File: config.mk
export PLATFORM = sky130hd
export DESIGN_NAME = pixel_tot_toa
export DESIGN_NICKNAME = d
export VERILOG_FILES = /design/src/rtl/pix_pkg.sv /design/src/rtl/pix_lfsr_sat.sv /design/src/rtl/pix_ctrl.sv /design/src/rtl/pix_datapath.sv /design/src/rtl/pixel_tot_toa.sv
export SDC_FILE = /design/constraint.sdc
export NUM_CORES = 1
export LEC_CHECK = 0
export ABC_AREA = 1
export BUFFER_PORTS_ARGS = -buffer_cell sky130_fd_sc_hd__buf_2
export CORE_UTILIZATION = 50
export CTS_CLUSTER_DIAMETER = 200
export CTS_CLUSTER_SIZE = 40
export DETAILED_ROUTE_END_ITERATION = 8
export PLACE_DENSITY = 0.71
export SYNTH_ARGS = -nofsm -noshare
export SYNTH_HDL_FRONTEND = slang
export SYNTH_SLANG_ARGS = --single-unit
File: constraint.sdc
create_clock -name clk -period 2.3 [get_ports clk]
set_input_delay 0.115 -clock clk [delete_from_list [all_inputs] [get_ports clk]]
set_output_delay 0.115 -clock clk [all_outputs]
set_load 0.01 [all_outputs]
File: src/rtl/pix_pkg.sv
package pix_pkg;

  typedef struct packed {
    logic clear;
    logic totStep;
    logic toaStep;
    logic flagSet;
    logic snap;
    logic shift;
  } pix_strobe_t;

endpackage

File: src/rtl/pix_lfsr_sat.sv
module pix_lfsr_sat #(
  parameter int unsigned W    = 4,
  parameter logic [W-1:0] TAPS = 4'b1100
) (
  input  logic         clk,
  input  logic         rstN,
  input  logic         clear,
  input  logic         step,
  output logic [W-1:0] state
);

  localparam logic [W-1:0] SEED = '1;

  function automatic logic [W-1:0] nextState(input logic [W-1:0] s);
    return {s[W-2:0], ^(s & TAPS)};
  endfunction

  function automatic logic [W-1:0] termState();
    logic [W-1:0] s;
    s = SEED;
    for (int i = 0; i < (2 ** W) - 2; i++) s = nextState(s);
    return s;
  endfunction

  localparam logic [W-1:0] TERM = termState();

  always_ff @(posedge clk or negedge rstN) begin
    if (!rstN)                     state <= SEED;
    else if (clear)                state <= SEED;
    else if (step && state != TERM) state <= nextState(state);
  end


  lfsr_nonzero_chk: assert property (@(posedge clk) disable iff (!rstN)
    state != '0);


  lfsr_hold_chk: assert property (@(posedge clk) disable iff (!rstN)
    (state == TERM && !clear) |=> state == TERM);

endmodule

File: src/rtl/pix_ctrl.sv
module pix_ctrl
  import pix_pkg::*;
#(
  parameter int unsigned CLK_DIV = 2
) (
  input  logic        clk,
  input  logic        rstN,
  input  logic        shutter,
  input  logic        disc,
  input  logic        testPulse,
  input  logic        cfgMask,
  input  logic        cfgTestEn,
  input  logic        cfgCountMode,
  input  logic        readLatch,
  input  logic        shiftEn,
  output pix_strobe_t strb
);

  localparam int unsigned DW = (CLK_DIV > 1) ? $clog2(CLK_DIV) : 1;
  localparam logic [DW-1:0] DIV_LAST = DW'(CLK_DIV - 1);

  logic          shutterQ;
  logic          hitQ;
  logic          toaRun;
  logic [DW-1:0] divCnt;
  logic          hitIn;
  logic          openNow;
  logic          active;
  logic          tick;
  logic          rise;

  assign hitIn   = !cfgMask && (disc || (cfgTestEn && testPulse));
  assign openNow = shutter && !shutterQ;
  assign active  = shutter && shutterQ;
  assign tick    = active && (divCnt == DIV_LAST);
  assign rise    = hitIn && !hitQ;

  always_ff @(posedge clk or negedge rstN) begin
    if (!rstN) begin
      shutterQ <= 1'b0;
      hitQ     <= 1'b0;
      divCnt   <= '0;
      toaRun   <= 1'b0;
    end else begin
      shutterQ <= shutter;
      hitQ     <= hitIn;
      if (!active || tick) divCnt <= '0;
      else                 divCnt <= divCnt + 1'b1;
      if (openNow)                                  toaRun <= 1'b0;
      else if (active && rise && !cfgCountMode)     toaRun <= 1'b1;
    end
  end

  always_comb begin
    strb.clear   = openNow;
    strb.snap    = readLatch && !shutter;
    strb.shift   = shiftEn && !shutter && !strb.snap;
    if (cfgCountMode) begin
      strb.totStep = 1'b0;
      strb.toaStep = active && rise;
      strb.flagSet = active && rise;
    end else begin
      strb.totStep = tick && hitIn;
      strb.toaStep = tick && (toaRun || rise);
      strb.flagSet = active && (rise || (tick && hitIn));
    end
  end


  idle_window_chk: assert property (@(posedge clk) disable iff (!rstN)
    !shutter |-> !(strb.totStep || strb.toaStep || strb.flagSet));


  count_mode_tot_chk: assert property (@(posedge clk) disable iff (!rstN)
    cfgCountMode |-> !strb.totStep);

endmodule

File: src/rtl/pix_datapath.sv
module pix_datapath
  import pix_pkg::*;
#(
  parameter int unsigned  CNT_W = 4,
  parameter logic [CNT_W-1:0] TAPS = 4'b1100
) (
  input  logic        clk,
  input  logic        rstN,
  input  pix_strobe_t strb,
  input  logic        shiftIn,
  output logic        shiftOut,
  output logic        hitFlag,
  output logic        flagHeld
);

  localparam int unsigned SR_W = 2 * CNT_W;

  logic [CNT_W-1:0] totState;
  logic [CNT_W-1:0] toaState;
  logic [SR_W-1:0]  shReg;

  pix_lfsr_sat #(.W(CNT_W), .TAPS(TAPS)) u_tot (
    .clk(clk), .rstN(rstN), .clear(strb.clear), .step(strb.totStep), .state(totState)
  );

  pix_lfsr_sat #(.W(CNT_W), .TAPS(TAPS)) u_toa (
    .clk(clk), .rstN(rstN), .clear(strb.clear), .step(strb.toaStep), .state(toaState)
  );

  always_ff @(posedge clk or negedge rstN) begin
    if (!rstN) begin
      hitFlag  <= 1'b0;
      flagHeld <= 1'b0;
      shReg    <= '1;
    end else begin
      if (strb.clear)        hitFlag <= 1'b0;
      else if (strb.flagSet) hitFlag <= 1'b1;
      if (strb.snap) begin
        flagHeld <= hitFlag;
        shReg    <= {totState, toaState};
      end else if (strb.shift && flagHeld) begin
        shReg    <= {shReg[SR_W-2:0], shiftIn};
      end
    end
  end

  assign shiftOut = flagHeld ? shReg[SR_W-1] : shiftIn;


  flag_sticky_chk: assert property (@(posedge clk) disable iff (!rstN)
    (hitFlag && !strb.clear) |=> hitFlag);

endmodule

File: src/rtl/pixel_tot_toa.sv
module pixel_tot_toa
  import pix_pkg::*;
#(
  parameter int unsigned      CNT_W   = 4,
  parameter logic [CNT_W-1:0] TAPS    = 4'b1100,
  parameter int unsigned      CLK_DIV = 2
) (
  input  logic clk,
  input  logic rstN,
  input  logic shutter,
  input  logic disc,
  input  logic testPulse,
  input  logic cfgMask,
  input  logic cfgTestEn,
  input  logic cfgCountMode,
  input  logic readLatch,
  input  logic shiftEn,
  input  logic shiftIn,
  output logic shiftOut,
  output logic hitFlag,
  output logic flagHeld
);

  pix_strobe_t strb;

  pix_ctrl #(.CLK_DIV(CLK_DIV)) u_ctrl (
    .clk(clk), .rstN(rstN), .shutter(shutter), .disc(disc), .testPulse(testPulse),
    .cfgMask(cfgMask), .cfgTestEn(cfgTestEn), .cfgCountMode(cfgCountMode),
    .readLatch(readLatch), .shiftEn(shiftEn), .strb(strb)
  );

  pix_datapath #(.CNT_W(CNT_W), .TAPS(TAPS)) u_dp (
    .clk(clk), .rstN(rstN), .strb(strb), .shiftIn(shiftIn), .shiftOut(shiftOut),
    .hitFlag(hitFlag), .flagHeld(flagHeld)
  );


  mask_flag_chk: assert property (@(posedge clk) disable iff (!rstN)
    (cfgMask && !hitFlag) |=> !hitFlag);


  held_stable_chk: assert property (@(posedge clk) disable iff (!rstN)
    shutter |=> $stable(flagHeld));

endmodule

==> impl_results.rst <==
.. list-table::
   :header-rows: 1

   * - Metric
     - Value
   * - Termination of the worst setup path
     - u_dp.shReg[5]
   * - Max-capacitance violation count
     - 0
   * - Net count, final
     - 162
   * - Drt wl/cell
     - 12.4 µm
   * - Clock input transition at the sequential cells of the worst setup and hold paths
     - 120 ps
   * - Leak
     - 0.631 nW
   * - Required time of the worst setup path
     - 2530 ps
   * - Synth async-reset ratio
     - 100%
   * - Wire length of the first global-routing pass
     - 3950 µm
   * - Total setup violations reported at the end of the flow
     - 0
   * - Ordered list of cells on the worst path
     - dlygate4sd3_1 > buf_2 > inv_2 > nand2_4 > nand2_4 > nor2_1 > a31oi_1
   * - End of the worst register-to-register path
     - u_dp.u_toa.state[3]
   * - Die Y
     - 50.6 µm
   * - Tmin final
     - 1300 ps
   * - Synth top cells by count
     - sky130_fd_sc_hd__nand2_1, sky130_fd_sc_hd__dfstp_2, sky130_fd_sc_hd__inv_1, sky130_fd_sc_hd__nand3_1, sky130_fd_sc_hd__nor2_1
   * - Synth Warn #
     - 0
   * - Core outline area
     - 0.00221 mm²
   * - Number of setup buffers added after CTS
     - 0
   * - Effective utilization at floorplan
     - 53.5%
   * - Largest cells by area after synthesis
     - sky130_fd_sc_hd__dfstp_2, sky130_fd_sc_hd__dfrtp_1, sky130_fd_sc_hd__nand2_1, sky130_fd_sc_hd__nand3_1, sky130_fd_sc_hd__inv_1
   * - Number of CTS-inserted buffers
     - 3
   * - Later-pin clock latency in the skew report
     - 300 ps
   * - Routability-driven placement congestion ratio
     - 0.874
   * - Worst Reg2Reg Path Length in Cells
     - 7
   * - Fraction of final layout cells sized beyond drive strength 1
     - 38.1%
   * - Total wire length
     - 2160 µm
   * - Initial antenna violation count
     - 0
   * - Via count
     - 925
   * - RSZ-0062 raised after global routing
     - no
   * - Internal reg-to-reg setup slack
     - 1050 ps
   * - Prevailing post-synth register cell
     - sky130_fd_sc_hd__dfstp_2
   * - Setup_tns
     - 0 ps
   * - Area growth, synth to finish
     - 10.3%
   * - Total clock sinks
     - 22
   * - R2r startpoint
     - u_dp.u_toa.state[3]
   * - Sum of overflow across all layers after global routing
     - 0
   * - Detailed placer's ending HPWL
     - 1670 µm
   * - DRT antenna net count
     - 0
   * - Vias in the first global route
     - 991
   * - Cell type with the largest total area after synthesis
     - sky130_fd_sc_hd__dfstp_2
   * - Critical path fanouts, max
     - 16
   * - DR iter-0 viols
     - 21
   * - Maximum frequency from static timing analysis
     - 772 MHz
   * - Synth Instances
     - 131
   * - DRC viols
     - 0
   * - H-Tree Depth
     - 1
   * - Clock skew
     - 7.43 ps
   * - Worst Setup Path Type
     - in -> reg
   * - Clock Tree Root
     - sky130_fd_sc_hd__clkbuf_4
   * - Die Wd
     - 50.6 µm
   * - Slowest CP cell
     - sky130_fd_sc_hd__dlygate4sd3_1
   * - Critical path's most frequent cell
     - sky130_fd_sc_hd__nand2_4
   * - Kind of end point of the critical path
     - register
   * - TritonCTS clock tree
     - yes
   * - Power density over the cells
     - 669 mW/mm²
   * - Max incr delay on CP
     - 530 ps
   * - Final hold vios
     - 0
   * - DIE AREA
     - 0.00256 mm²
   * - Max rail drop VDD
     - 0.450 mV
   * - Synthesized flop and latch total
     - 22
   * - Clock Path Buffers
     - 2
   * - Measured slew at the worst slew-check pin
     - 469 ps
   * - Final Non-Filler Cells
     - 175
   * - Number of vias per cell
     - 5.29
   * - Diode count
     - 0
   * - Maximum number of pins on one net before global-route repair
     - 23
   * - Arrival @ worst endpoint
     - 1520 ps
   * - Slew HR
     - 68.7%
   * - Netlist Area Pre-Place
     - 0.00118 mm²
   * - Nets in the synthesized netlist
     - 144
   * - Max-slew violation total from the final report
     - 0
   * - Share of synthesized area occupied by flip-flops and latches
     - 48.3%
   * - Standard-cell row count
     - 17
   * - Synthesized area per cell
     - 9.03 µm²
   * - Crit start category
     - input port
   * - Placed cell count
     - 169
   * - Count of different cell masters after synthesis
     - 28
   * - Run status
     - finished clean
   * - First element of the critical path
     - shutter
   * - Number of ports placed on the die boundary
     - 14
   * - Share of the clock period used by the worst path after layout
     - 56.3%
   * - Count of TritonRoute iterations in the first routing pass
     - 4
   * - Share of the synthesized area in the top cell type
     - 35.6%
   * - Number of port buffers
     - 13
   * - Number of flops mapped to enable cells by yosys
     - 0
   * - Class of the worst hold path
     - in -> reg
   * - Global Route Usage Sum
     - 20.5%
   * - Most common cell in the synthesized netlist
     - sky130_fd_sc_hd__nand2_1
-- per-stage QoR --
step	setup slack (ps)	instance area, µm²	power [W]	hold slack [ps]	utilization [%]
final	1000	1300	0.000872	68.1	58.9
after global routing	892	1300	0.000931	83.4	58.9
after CTS	994	1290	0.000879	5.05	58.5
after detailed placement	1070	1250	0.000711	101	56.6
after global placement	1090	1250	0.000697	99.0	56.6
after floorplan	1150	1180	0.000655	-181	-
-- routing by layer --
layer  vias up  GRT usage (%)  part of all wire [%]
met5         -              0                     0
met4         0           8.33                   1.2
met3         4           3.64                   2.8
met2        21           38.0                    51
met1       440           22.9                    45
li1        460              -                     -
-- worst max-delay path: cells and delay by family --
| family | cells | cell delay, ps |
|---|---|---|
| buf+inv | 3 | 840 |
| compound gates | 1 | 150 |
| simple gates | 3 | 400 |
-- cell usage in the layout (no fill, tap or decap), types with 2 or more instances in the layout --
| cell type | netlist | layout |
|---|---|---|
| sky130_fd_sc_hd__o21ai_0 | 6 | 6 |
| sky130_fd_sc_hd__inv_2 | 3 | 3 |
| sky130_fd_sc_hd__nor2_2 | 3 | 3 |
| sky130_fd_sc_hd__dlygate4sd3_1 | 0 | 3 |
| sky130_fd_sc_hd__ha_1 | 2 | 2 |
| sky130_fd_sc_hd__nor2_1 | 11 | 11 |
| sky130_fd_sc_hd__nand2_1 | 24 | 24 |
| sky130_fd_sc_hd__nand3_1 | 14 | 14 |
| sky130_fd_sc_hd__dfstp_2 | 16 | 16 |
| sky130_fd_sc_hd__inv_1 | 14 | 14 |
| sky130_fd_sc_hd__nand2_2 | 6 | 6 |
| sky130_fd_sc_hd__dfrtp_1 | 6 | 6 |
| sky130_fd_sc_hd__a31oi_1 | 6 | 6 |
| sky130_fd_sc_hd__clkbuf_4 | 0 | 3 |
| sky130_fd_sc_hd__nand2_4 | 4 | 4 |
| sky130_fd_sc_hd__buf_2 | 1 | 13 |
| sky130_fd_sc_hd__o31ai_1 | 2 | 2 |
-- what timing repair did --
action / CTS / global route
endpoints found under the hold margin: 7 / 1
hold buffers: 2 / 1
gates resized for setup: 0 / 0
-- worst min-delay path by stage --
stage / startpoint / to / slack [ps] / depth (start not counted)
after floorplan: rstN / u_ctrl.divCnt / -180 / 0
after global placement: rstN / u_ctrl.toaRun / 100 / 1
after detailed placement: rstN / u_dp.flagHeld / 100 / 1
after CTS: cfgMask / u_ctrl.hitQ / 5 / 2
after global routing: shiftIn / u_dp.shReg[0] / 80 / 3
final: shiftIn / u_dp.shReg[0] / 70 / 3
-- registers in the layout, indices dropped and copies added, names as in the netlist --
| register | flops |
|---|---|
| u_dp.shReg | 8 |
| u_dp.u_toa.state | 4 |
| u_dp.u_tot.state | 4 |
| u_ctrl.divCnt | 1 |
| u_ctrl.hitQ | 1 |
| u_ctrl.shutterQ | 1 |
| u_ctrl.toaRun | 1 |
| u_dp.flagHeld | 1 |
| u_dp.hitFlag | 1 |
-- kinds of logic (layout without fill, tap and decap cells) --
family          count (synthesis)  after routing  share of synthesized area (%)
buf+inv                        21             37                           8.78
fa+ha+maj                       2              2                           2.12
flops                          22             22                           48.3
simple gates                   66             66                           28.6
compound gates                 19             19                           11.0
mux                             1              1                           1.27
-- layout make-up --
class,instances,area (µm²)
flip-flops and latches,22,571
inverters,18,72.6
well taps,28,35.0
multi-input cells,88,508
fillers,198,908
repair buffers,16,95.1
clock buffers,3,22.5
-- power breakdown --
group	total [W]	internal [W]	switching [W]	leakage, nW
Clock	0.000167	0.0000609	0.000106	0.0138
Combinational	0.000182	0.0000771	0.000105	0.371
Sequential	0.000523	0.000481	0.0000415	0.246
Note: power is estimated with default switching activity, not from simulation.
